--- src/rtl/rtcPkg.sv ---
package rtcPkg;

  // Word indices of the decoded registers (byte offset / 4)
  localparam int unsigned W_COUNT  = 0;
  localparam int unsigned W_MATCH  = 1;
  localparam int unsigned W_LOAD   = 2;
  localparam int unsigned W_CTRL   = 3;
  localparam int unsigned W_MASK   = 4;
  localparam int unsigned W_RAW    = 5;
  localparam int unsigned W_MASKED = 6;
  localparam int unsigned W_CLEAR  = 7;
  localparam int unsigned REG_WORDS = 8;
  localparam int unsigned ID_WORDS  = 8;

  typedef enum logic [3:0] {
    SEL_NONE,
    SEL_COUNT,
    SEL_MATCH,
    SEL_LOAD,
    SEL_CTRL,
    SEL_MASK,
    SEL_RAW,
    SEL_MASKED,
    SEL_ID
  } rdSel_e;

  typedef struct packed {
    logic   loadWr;
    logic   matchWr;
    logic   maskWr;
    logic   clearWr;
    logic   badAccess;
    rdSel_e rdSel;
    logic [2:0] idIdx;
  } ctrlStrobes_t;

  function automatic logic [7:0] idByte(input logic [2:0] idx);
    logic [7:0] b;
    case (idx)
      3'd0: b = 8'h31;
      3'd1: b = 8'h10;
      3'd2: b = 8'h14;
      3'd3: b = 8'h00;
      3'd4: b = 8'h0D;
      3'd5: b = 8'hF0;
      3'd6: b = 8'h05;
      default: b = 8'hB1;
    endcase
    return b;
  endfunction

endpackage

--- src/rtl/rtcCtrl.sv ---
module rtcCtrl
  import rtcPkg::*;
#(
  parameter int ADDR_W = 12
) (
  input  logic              busSel,
  input  logic              busWrite,
  input  logic [ADDR_W-1:0] busAddr,
  output ctrlStrobes_t      strobes
);

  localparam int WORD_W  = ADDR_W - 2;
  localparam int ID_BASE = (1 << WORD_W) - ID_WORDS;

  logic [WORD_W-1:0] wordIdx;
  logic              isReg;
  logic              isId;
  logic              doWrite;
  logic              doRead;
  logic              unusedAddrBits;

  assign wordIdx        = busAddr[ADDR_W-1:2];
  assign unusedAddrBits = ^busAddr[1:0];
  assign isReg          = wordIdx < WORD_W'(REG_WORDS);
  assign isId           = wordIdx >= WORD_W'(ID_BASE);
  assign doWrite        = busSel && busWrite;
  assign doRead         = busSel && !busWrite;

  always_comb begin
    strobes           = '0;
    strobes.rdSel     = SEL_NONE;
    strobes.idIdx     = wordIdx[2:0];
    strobes.badAccess = busSel && !isReg && !isId;
    if (doWrite && isReg) begin
      strobes.loadWr  = wordIdx == WORD_W'(W_LOAD);
      strobes.matchWr = wordIdx == WORD_W'(W_MATCH);
      strobes.maskWr  = wordIdx == WORD_W'(W_MASK);
      strobes.clearWr = wordIdx == WORD_W'(W_CLEAR);
    end
    if (doRead) begin
      if (isId) begin
        strobes.rdSel = SEL_ID;
      end else if (isReg) begin
        case (wordIdx[2:0])
          3'(W_COUNT):  strobes.rdSel = SEL_COUNT;
          3'(W_MATCH):  strobes.rdSel = SEL_MATCH;
          3'(W_LOAD):   strobes.rdSel = SEL_LOAD;
          3'(W_CTRL):   strobes.rdSel = SEL_CTRL;
          3'(W_MASK):   strobes.rdSel = SEL_MASK;
          3'(W_RAW):    strobes.rdSel = SEL_RAW;
          3'(W_MASKED): strobes.rdSel = SEL_MASKED;
          default:      strobes.rdSel = SEL_NONE;
        endcase
      end
    end
  end

endmodule

--- src/rtl/rtcSecCounter.sv ---
module rtcSecCounter #(
  parameter int CNT_W = 32
) (
  input  logic             clk,
  input  logic             rst,
  input  logic             tickPulse,
  input  logic             loadWr,
  input  logic             matchWr,
  input  logic [CNT_W-1:0] loadVal,
  input  logic [CNT_W-1:0] matchVal,
  output logic [CNT_W-1:0] countVal,
  output logic             matchHit
);

  logic cmpPending;

  // Load has priority over the tick in the same cycle
  always_ff @(posedge clk) begin
    if (rst) begin
      countVal <= '0;
    end else if (loadWr) begin
      countVal <= loadVal;
    end else if (tickPulse) begin
      countVal <= countVal + CNT_W'(1);
    end
  end

  // Any event that can change the compare result arms one evaluation
  always_ff @(posedge clk) begin
    if (rst) begin
      cmpPending <= 1'b0;
    end else begin
      cmpPending <= tickPulse || loadWr || matchWr;
    end
  end

  assign matchHit = cmpPending && (countVal == matchVal);

endmodule

--- src/rtl/rtcDatapath.sv ---
module rtcDatapath
  import rtcPkg::*;
#(
  parameter int DATA_W = 32
) (
  input  logic              clk,
  input  logic              rst,
  input  logic              tickPulse,
  input  logic [DATA_W-1:0] wrData,
  input  ctrlStrobes_t      strobes,
  output logic [DATA_W-1:0] rdData,
  output logic              alarmIrq,
  output logic              accessErr,
  output logic [DATA_W-1:0] countVal,
  output logic [DATA_W-1:0] matchVal,
  output logic              maskVal,
  output logic              rawVal
);

  logic [DATA_W-1:0] loadReg;
  logic              matchHit;

  rtcSecCounter #(.CNT_W(DATA_W)) i_counter (
    .clk      (clk),
    .rst      (rst),
    .tickPulse(tickPulse),
    .loadWr   (strobes.loadWr),
    .matchWr  (strobes.matchWr),
    .loadVal  (wrData),
    .matchVal (matchVal),
    .countVal (countVal),
    .matchHit (matchHit)
  );

  always_ff @(posedge clk) begin
    if (rst) begin
      loadReg  <= '0;
      matchVal <= '0;
      maskVal  <= 1'b0;
    end else begin
      if (strobes.loadWr)  loadReg  <= wrData;
      if (strobes.matchWr) matchVal <= wrData;
      if (strobes.maskWr)  maskVal  <= wrData[0];
    end
  end

  // A fresh match event outranks a clear landing in the same cycle
  always_ff @(posedge clk) begin
    if (rst) begin
      rawVal <= 1'b0;
    end else if (matchHit) begin
      rawVal <= 1'b1;
    end else if (strobes.clearWr) begin
      rawVal <= 1'b0;
    end
  end

  always_ff @(posedge clk) begin
    if (rst) accessErr <= 1'b0;
    else     accessErr <= strobes.badAccess;
  end

  assign alarmIrq = rawVal && maskVal;

  always_comb begin
    case (strobes.rdSel)
      SEL_COUNT:  rdData = countVal;
      SEL_MATCH:  rdData = matchVal;
      SEL_LOAD:   rdData = loadReg;
      SEL_CTRL:   rdData = DATA_W'(1);
      SEL_MASK:   rdData = DATA_W'(maskVal);
      SEL_RAW:    rdData = DATA_W'(rawVal);
      SEL_MASKED: rdData = DATA_W'(rawVal && maskVal);
      SEL_ID:     rdData = DATA_W'(idByte(strobes.idIdx));
      default:    rdData = '0;
    endcase
  end

endmodule

--- src/rtl/rtcSecAlarm.sv ---
module rtcSecAlarm
  import rtcPkg::*;
#(
  parameter int ADDR_W = 12,
  parameter int DATA_W = 32
) (
  input  logic              clk,
  input  logic              rst,
  input  logic              tickPulse,
  input  logic              busSel,
  input  logic              busWrite,
  input  logic [ADDR_W-1:0] busAddr,
  input  logic [DATA_W-1:0] busWdata,
  output logic [DATA_W-1:0] busRdata,
  output logic              alarmIrq,
  output logic              accessErr
);

  ctrlStrobes_t      strobes;
  logic [DATA_W-1:0] countVal;
  logic [DATA_W-1:0] matchVal;
  logic              maskVal;
  logic              rawVal;

  rtcCtrl #(.ADDR_W(ADDR_W)) i_ctrl (
    .busSel  (busSel),
    .busWrite(busWrite),
    .busAddr (busAddr),
    .strobes (strobes)
  );

  rtcDatapath #(.DATA_W(DATA_W)) i_datapath (
    .clk      (clk),
    .rst      (rst),
    .tickPulse(tickPulse),
    .wrData   (busWdata),
    .strobes  (strobes),
    .rdData   (busRdata),
    .alarmIrq (alarmIrq),
    .accessErr(accessErr),
    .countVal (countVal),
    .matchVal (matchVal),
    .maskVal  (maskVal),
    .rawVal   (rawVal)
  );

endmodule

--- config.mk ---
export PLATFORM = sky130hd
export DESIGN_NAME = rtcSecAlarm
export DESIGN_NICKNAME = d
export VERILOG_FILES = /design/src/rtl/rtcPkg.sv /design/src/rtl/rtcCtrl.sv /design/src/rtl/rtcSecCounter.sv /design/src/rtl/rtcDatapath.sv /design/src/rtl/rtcSecAlarm.sv
export SDC_FILE = /design/constraint.sdc
export NUM_CORES = 1
export LEC_CHECK = 0
export ABC_AREA = 1
export BUFFER_PORTS_ARGS = -buffer_cell sky130_fd_sc_hd__buf_2
export CORE_MARGIN = 1
export CORE_UTILIZATION = 48
export DETAILED_ROUTE_END_ITERATION = 8
export GPL_ROUTABILITY_DRIVEN = 0
export PLACE_DENSITY = 0.78
export SLEW_MARGIN = 30
export SYNTH_ARGS = -nofsm -noshare
export SYNTH_HDL_FRONTEND = slang
export SYNTH_SLANG_ARGS = --single-unit
--- constraint.sdc ---
create_clock -name clk -period 1.4 [get_ports clk]
set_input_delay 0.07 -clock clk [delete_from_list [all_inputs] [get_ports clk]]
set_output_delay 0.07 -clock clk [all_outputs]
set_load 0.02 [all_outputs]
Word level (Yosys, flattened, before mapping)
Index checks and enable logic that the tools add are counted.
{"block": "word_totals", "wordCells": 55, "in_bits": 49, "out_inout_bits": 34, "register_bits": 100}
{"block": "op_classes", "reduce_logical": 15, "muxes": 11, "add_sub_neg": 1, "n_eq_ne": 19, "order_cmp": 2}
{"cell": "$pmux 32 s8", "count": 1}
{"cell": "$mux 32", "count": 2}
{"cell": "$pmux 8 s7", "count": 1}
{"cell": "$add 32x1->32 const B", "count": 1}
{"cell": "$eq 32x32->1", "count": 1}
{"cell": "$pmux 3 s7", "count": 1}
{"cell": "$eq 10x3->1 const B", "count": 2}
{"cell": "$eq 4x3->1 const B", "count": 4}
{"cell": "$mux 4", "count": 4}
{"cell": "$eq 10x1->1 const B", "count": 1}
{"cell": "$eq 10x2->1 const B", "count": 1}
{"cell": "$ge 10x10->1 const B", "count": 1}
{"cell": "$lt 10x4->1 const B", "count": 1}
{"cell": "$eq 3x3->1 const B", "count": 3}
{"cell": "$eq 4x2->1 const B", "count": 2}
{"cell": "$logic_and 1x1->1", "count": 7}
{"cell": "$eq 3x2->1 const B", "count": 2}
{"cell": "$eq 4x1->1 const B", "count": 1}
{"cell": "$eq 4x4->1 const B", "count": 1}
{"cell": "$reduce_bool 2->1", "count": 2}
{"cell": "$eq 3x1->1 const B", "count": 1}
{"cell": "$logic_not 1->1", "count": 3}
{"cell": "$logic_not 3->1", "count": 1}
{"cell": "$logic_or 1x1->1", "count": 2}
{"cell": "$mux 1", "count": 2}

Logic depth before layout (Yosys ltp)
Gate-level depths: netlist of run 1.
{"block": "logic_depth", "ltp_word": 7, "ltp_mapped": 14}

By module
From an unflattened synthesis of run 1, not the netlist that was laid out.
{"block": "unflattened", "cells_unflattened": 956, "area_unflattened_um2": 6135.9}
{"module": "rtcDatapath", "area_each_um2": 3158.0, "seq_area_each_um2": 1341.3, "cells_each": 479, "n_inst": 1}
{"module": "rtcSecCounter", "area_each_um2": 2738.9, "seq_area_each_um2": 660.6, "cells_each": 423, "n_inst": 1}
{"module": "rtcCtrl", "area_each_um2": 239.0, "seq_area_each_um2": 0.0, "cells_each": 54, "n_inst": 1}

Worst setup path before layout of run 1
Ideal clock, no wire load.
{"block": "synth_timing", "path_kind": "input port to output port", "from": "in busAddr[2]", "to": "out busRdata[24]", "n_path_buf": 1, "arrival_time_ns": 1.473, "required_ns": 1.330, "path_slack_ns": -0.143, "stages": 9, "path_cell_list": "inv_1 ha_1 nor2_1 inv_1 nand4_4 nor3_4 buf_4 nand2_1 nand3_1"}
{"block": "synth_between", "elab_chain_cells": 7, "word_cells_on_any_way": 22}
{"element": "from (decl)", "line_no": "rtcSecAlarm.sv:12", "source": "input logic [ADDR_W-1:0] busAddr,"}
{"element": "branches (longest 3 deep; another with $lt 10x4->1)"}
{"element": "$mux 4 *", "line_no": "rtcCtrl.sv:41", "source": "if (isId) begin"}
{"element": "$mux 4 *", "line_no": "rtcCtrl.sv:40", "source": "if (doRead) begin"}
{"element": "$eq 4x4->1 (tied with other cells)", "line_no": "rtcDatapath.sv:66", "source": "case (strobes.rdSel)"}
{"element": "$pmux 32 s8 *", "line_no": "rtcDatapath.sv:66"}
{"element": "to (decl)", "line_no": "rtcSecAlarm.sv:14", "source": "output logic [DATA_W-1:0] busRdata,"}
Mark *: on every way between the ends.

Final worst setup path of run 1
{"block": "layout_timing", "from": "reg i_datapath.i_counter.countVal[3]", "to": "reg i_datapath.i_counter.countVal[9]"}
{"block": "layout_between", "elab_chain_cells": 3}
{"element": "from (decl)", "line_no": "rtcSecCounter.sv:11", "source": "output logic [CNT_W-1:0] countVal,"}
{"element": "from (signal assigned)", "line_no": "rtcSecCounter.sv:22", "source": "countVal <= loadVal;"}
{"element": "from (signal assigned)", "line_no": "rtcSecCounter.sv:24", "source": "countVal <= countVal + CNT_W'(1);"}
{"element": "$add 32x1->32", "line_no": "rtcSecCounter.sv:24"}
{"element": "$mux 32", "line_no": "rtcSecCounter.sv:23", "source": "end else if (tickPulse) begin"}
{"element": "$mux 32", "line_no": "rtcSecCounter.sv:21", "source": "end else if (loadWr) begin"}
Every way passes these cells. The select of a mux whose other input is x is not followed.
A chain may end at the register's enable or synchronous reset.

==> reports/results.tsv, run 1 <==
stage	metric	value	unit
status	status	finished, violations left	
status	violations	negative hold slack, negative setup slack	
timing	skew	0.00670	ns
timing	setup_violations	62	
cts	cts_tree	built	
timing	slew_viol_final	0	
route	drc	0	
cts	cts.htree.levels	3	
critical_path	crit_chain	nand2_4 -> nor2_4 -> buf_6 -> nand2_8 -> nor2_4 -> buf_6 -> xor2_1 -> nand2_1 -> nand3_1 -> nand2_1 -> inv_1	
layout	final_util	81.4	%
floorplan	rows	40	
synthesis	yosysWarnings	0	
cts	cts_buffer_depth	2	
synthesis	syn_area_per_cell	6.11	um^2
timing	hold_ws	-0.00435	ns
cts	cts_made_buffers	9	
critical_path	slowest_stage	dfxtp_4	
grt	grt_pass1_wl	36400	um
timing	setup_tns	-14.93	ns
route	drtAntennaViolNets	0	
placement	io_buffers	80	
timing	period_needed	1.82	ns
synthesis	synth_cells	996	
placement	dpl_worst_slack	-0.400	ns
synthesis	synth_area	6090	um^2
timing	fmax	549	MHz
grt	antenna_found_initial	1	
placement	postPlaceCellArea	7620	um^2
timing	hold_viol_final	3	
route	drt_iter0_markers	1445	
cts	clock_latency	0.37	ns
critical_path	slowest_delay	0.41	ns
synthesis	syn_nets	1050	
layout	area_growth	62.7	%
route	viasPerCell	6.33	
critical_path	critPathLaunchType	flip-flop	
worst_hold_path	hp-class	in2reg	
layout	fin_nets	1264	
critical_path	path_max_fanout	3	
layout	final_area	9900	um^2
layout	fillCellCount	626	
route	wirelength	30300	um
critical_path	cp_data_required_time	1.71	ns
floorplan	die_x	115	um
timing	fin_ws	-0.420	ns
route	wl_per_cell	21.9	um
floorplan	die_area	13100	um^2
cts	clkTransAtPathRegs	0.07	ns
grt	gr-usage-all-layers	36.0	%
pwr	power.density	605	nW/um^2
cts	cts_root_buf	clkbuf_16	
synthesis	ys_types	35	
critical_path	end_kind	flip-flop	
grt	grt_pass1_vias	7575	
floorplan	fp.dieH	115	um
layout	final_common_cell	nand2_1	
floorplan	io_pins	83	
timing	period_share	130	%
pwr	p_leak	4.87	nW
synthesis	ys_seq_area_share	32.9	%
route	first_pass_iters	7	
synthesis	synth_seq_cells	100	
layout	layout-drive-gt1-share	43.6	%
grt	grt_max_degree	76	
pwr	peakVddDrop	820	uV
job	maxCapViolations	0	
layout	layout_common_cells	nand2_1, buf_4, nor2_1, dfxtp_1, nand2_2	
grt	grt_overflow	0	
floorplan	start_util	50.1	%
critical_path	worstSetupPathType	reg2reg	
timing	tightest_slew	0.675	ns
critical_path	crit_arrival	2.13	ns
timing	slew_headroom	54.7	%
route	vias	8755	
cts	cts.sinks	100	
timing	rsz0062_at_grt	yes	
floorplan	core	12200	um^2
placement	hpwl	14000	um
where the power goes:
group	total (mW)	leakage, nW	internal [mW]	switching, mW
sequential	2.84	0.824	2.83	0.0152
clock	2.51	0.144	1.34	1.17
combinational	0.632	3.90	0.273	0.360
worst max-delay path: cells and delay by family (launching register included):
kind	cells	cell delay, ns
buffers and inverters	3	0.36
xor gates and xnor gates	1	0.15
DFF	1	0.41
and+or+nand+nor	7	0.83
final timing paths:
| kind | start | end | slack (ns) | depth (start not counted) |
|---|---|---|---|---|
| setup / recovery | i_datapath.i_counter.countVal[3]$_SDFFE_PP0P_ | i_datapath.i_counter.countVal[9]$_SDFFE_PP0P_ | -0.42 | 11 |
| hold / removal | busWdata[27] | i_datapath.matchVal[27]$_SDFFE_PP0P_ | -0.004 | 3 |
| setup reg to reg | i_datapath.i_counter.countVal[3]$_SDFFE_PP0P_ | i_datapath.i_counter.countVal[9]$_SDFFE_PP0P_ | -0.42 | 11 |
| hold reg to reg | i_datapath.loadReg[26]$_SDFFE_PP0P_ | i_datapath.loadReg[26]$_SDFFE_PP0P_ | 0.47 | 2 |
cells by family (layout without fill, tap and decap cells):
family / after synthesis / in the layout / share of synthesized area (%)
AO/OA/AOI/OAI: 107 / 107 / 9.85
XOR/XNOR: 26 / 26 / 3.74
adder cells (fa/ha/maj): 5 / 5 / 1.03
buffers and inverters: 129 / 348 / 8.59
flip-flops: 100 / 100 / 32.9
other: 0 / 1 / 0
AND/OR/NAND/NOR: 629 / 629 / 43.9
synthesized netlist by cell type:
cell / count / area, um^2
nand2_4: 2 / 22.5
xnor2_1: 11 / 96.3
clkbuf_1: 26 / 97.6
nor2_2: 2 / 12.5
nand4_4: 2 / 42.5
nor3_4: 2 / 32.5
nor2_1: 162 / 608
nor2_4: 3 / 33.8
nand2_2: 2 / 12.5
buf_4: 6 / 45.0
o21ai_1: 1 / 5.00
nor3_1: 8 / 40.0
buf_2: 13 / 65.1
ha_1: 5 / 62.6
o2111ai_1: 1 / 8.76
inv_1: 75 / 282
o21ai_0: 25 / 125
nand2_1: 331 / 1240
o211ai_1: 3 / 22.5
nor2_8: 1 / 20.0
inv_2: 7 / 26.3
nand3b_1: 4 / 30.0
and3_1: 1 / 6.26
a211oi_1: 18 / 135
nand3_1: 93 / 465
clkinv_1: 1 / 3.75
nand3_2: 1 / 10.0
buf_1: 1 / 3.75
o22ai_1: 2 / 12.5
dfxtp_1: 100 / 2000
o31ai_1: 1 / 7.51
a21oi_1: 55 / 275
nand4_1: 15 / 93.8
o21a_1: 1 / 7.51
xor2_1: 15 / 131
area by class of cell:
cell class	count	area [um^2]	share of cell area (%)
Multi-Input combinational cell	767	4710	47.6
Clock inverter	4	22.5	0.227
Tap cell	168	210	2.12
Sequential cell	100	2070	20.9
Clock buffer	12	267	2.69
Inverter	83	337	3.40
Antenna cell	1	2.50	0.0253
Timing Repair Buffer	249	2280	23.0
state kept, by name, indices dropped and copies added (netlist names):
signal and count:
i_datapath.i_counter.countVal 32, i_datapath.loadReg 32, i_datapath.matchVal 32, i_datapath.accessErr 1
i_datapath.i_counter.cmpPending 1, i_datapath.maskVal 1, i_datapath.rawVal 1
metrics by stage:
step	std cells	power [mW]
2_1_floorplan	996	3.11
3_3_place_gp	1314	3.34
3_5_place_dp	1314	3.34
4_1_cts	1375	5.85
5_1_grt	1383	6.11
6_report	1384	5.99
what timing repair did:
item	4_1_cts	5_1_grt
endpoints found under the setup margin	59	61
pin swaps	73	70
endpoints found under the hold margin	19	0
buffers inserted	26	10
resized for setup	282	174
gates cloned	5	2
hold buffers	18	0
layer usage:
metal	routed length, um	share of wire, %	global-route usage [%]	vias to the layer above
li1	-	-	-	3613
met2	13300	44	60.5	876
met4	3160	10	22.9	0
met1	9980	33	41.9	3884
met3	3820	13	7.04	382
met5	0	0	0	-
(Power assumes the default switching activity.)
==> run 2: changes to the inputs <==
- CTS_BUF_LIST: not set -> sky130_fd_sc_hd__clkbuf_4 sky130_fd_sc_hd__clkbuf_8
==> run 2 against run 1 <==
- the run ends with design-rule violations, negative hold slack, negative setup slack left
- first-iteration DRC count down 34%
- worst setup slack improved by 0.083 ns
- clock skew rose by 0.0058 ns
- count of clock-buffer cells in the layout stayed put
- global-route usage is 1.9 points lower
- final cell count is 1.0% higher
- flip-flop and latch count stayed put
- maximum frequency is 4.8% higher
- sequential power about the same
- critical path type is now in2out
- critical endpoint is now busRdata[9]
==> reports/results.tsv, run 2 (synthesis results as in run 1) <==
stage	metric	value	unit
pwr	p_leak	4.69	nW
timing	skew	0.0125	ns
timing	period_share	124	%
route	drc	4	
timing	tightest_slew	0.410	ns
critical_path	end_kind	primary output	
cts	clkTransAtPathRegs	0.09	ns
critical_path	r2r-start	i_datapath.i_counter.countVal[0]$_SDFFE_PP0P_	
layout	fin_nets	1279	
layout	area_growth	60.7	%
critical_path	r2r-end	i_datapath.i_counter.countVal[12]$_SDFFE_PP0P_	
worst_hold_path	whs_path_depth	4	
critical_path	r2r_cells	9	
cts	cts.htree.levels	3	
timing	slew_headroom	72.6	%
job	maxCapViolations	0	
route	vias	8356	
grt	grt_max_degree	76	
cts	cts_buffer_depth	2	
pwr	power	5.37	mW
cts	cts.sinks	100	
placement	hpwl	14000	um
critical_path	crit_arrival	1.67	ns
layout	layout-drive-gt1-share	41.3	%
pwr	peakVddDrop	663	uV
timing	hold_viol_final	1	
grt	gr-usage-all-layers	34.1	%
layout	final_common_cell	nand2_1	
floorplan	io_pins	83	
layout	final_util	80.4	%
layout	fillCellCount	690	
cts	cts_root_buf	clkbuf_8	
critical_path	critPathLaunchType	primary input	
cts	cts_made_buffers	9	
floorplan	fp.dieH	115	um
timing	period_needed	1.74	ns
floorplan	core	12200	um^2
critical_path	path_max_fanout	5	
floorplan	start_util	50.1	%
timing	setup_violations	61	
floorplan	die_area	13100	um^2
placement	io_buffers	80	
layout	num_antenna_cells	0	
grt	grt_overflow	0	
floorplan	die_x	115	um
worst_hold_path	hp-class	in2reg	
route	wirelength	27000	um
route	drtAntennaViolNets	0	
timing	slew_viol_final	0	
critical_path	reg2reg_setup_slack	-0.29	ns
worst_hold_path	min-delay-start	rst	
status	violations	design-rule violations, negative hold slack, negative setup slack	
critical_path	cp_data_required_time	1.33	ns
critical_path	worstSetupPathType	in2out	
floorplan	rows	40	
timing	setup_tns	-13.41	ns
worst_hold_path	holdPathEnd	i_datapath.accessErr$_SDFF_PP0_	
route	viasPerCell	5.98	
cts	cts_tree	built	
layout	layout_common_cells	nand2_1, buf_4, nor2_1, dfxtp_1, inv_1	
route	wl_per_cell	19.3	um
timing	hold_ws	-0.00434	ns
placement	placed_cells	1314	
pwr	power.density	549	nW/um^2
grt	grt_pass1_vias	7273	
status	status	finished, violations left	
layout	largestRegisters	i_datapath.i_counter.countVal (32), i_datapath.loadReg (32), i_datapath.matchVal (32)	
grt	antenna_found_initial	0	
route	first_pass_iters	9	
grt	grt_pass1_wl	35000	um
layout	fin_cells	1398	
timing	fmax	575	MHz
cts	clock_latency	0.41	ns
timing	fin_ws	-0.338	ns
timing	rsz0062_at_grt	yes	
route	drt_iter0_markers	954	
[run 2: worst max-delay path by stage]
| stage | from | end | cells after the start | slack (ns) |
|---|---|---|---|---|
| 3_5_place_dp | busAddr[2] | busRdata[21] | 12 | -0.40 |
| 5_1_grt | busAddr[3] | busRdata[9] | 15 | -0.37 |
| 2_1_floorplan | i_datapath.i_counter.countVal[0]$_SDFFE_PP0P_ | i_datapath.i_counter.countVal[20]$_SDFFE_PP0P_ | 10 | -0.04 |
| 4_1_cts | busAddr[11] | busRdata[26] | 11 | -0.23 |
| 6_report | busAddr[3] | busRdata[9] | 15 | -0.34 |
| 3_3_place_gp | busAddr[2] | busRdata[26] | 12 | -0.30 |
[run 2: area by class of cell]
| class | count | area, um^2 | area share [%] |
|---|---|---|---|
| multi-input combinational | 767 | 4580 | 46.8 |
| clock inverter | 4 | 22.5 | 0.230 |
| clock buffer | 12 | 165 | 1.69 |
| inverter | 83 | 342 | 3.49 |
| timing repair buffer | 264 | 2400 | 24.5 |
| tap | 168 | 210 | 2.15 |
| sequential | 100 | 2070 | 21.1 |
[run 2: worst max-delay path: stages]
cell and delay (ns):
buf_12 0.10, inv_8 0.04, ha_4 0.16, inv_2 0.05, nand2_1 0.05, nand2_1 0.10, nand2_2 0.11, nand3_4 0.11
nand2_8 0.08, nor2_4 0.23, buf_6 0.18, buf_16 0.13, nand2_1 0.06, nand3_2 0.08, buf_6 0.11
[run 2: routing by layer]
layer,wire length (um),track usage (%),vias to the layer above
met4,2180,17.1,0
met1,9020,40.8,3740
met2,12500,57.8,705
met5,0,0,-
li1,-,-,3648
met3,3230,7.15,263
[run 2: per-stage QoR]
stage	setup WS (ns)	area, um^2
after floorplan	-0.0361	6280
after global placement	-0.301	7620
after detailed placement	-0.400	7620
after CTS	-0.226	9190
after global routing	-0.373	9780
final	-0.338	9780
[run 2: repair_timing]
action                                  in CTS  in global routing
pin swaps                                   61                 61
resized for setup                          257                150
hold buffers                                32                  0
endpoints found under the hold margin       66                  0
endpoints found under the setup margin      59                 61
setup buffers                               21                 12
gates cloned                                 6                  1
[run 2: report_power, final]
| group | switching [mW] | internal [mW] | leakage [nW] |
|---|---|---|---|
| logic | 0.349 | 0.294 | 3.76 |
| clock network | 1.09 | 0.784 | 0.0982 |
| registers | 0.0157 | 2.83 | 0.824 |
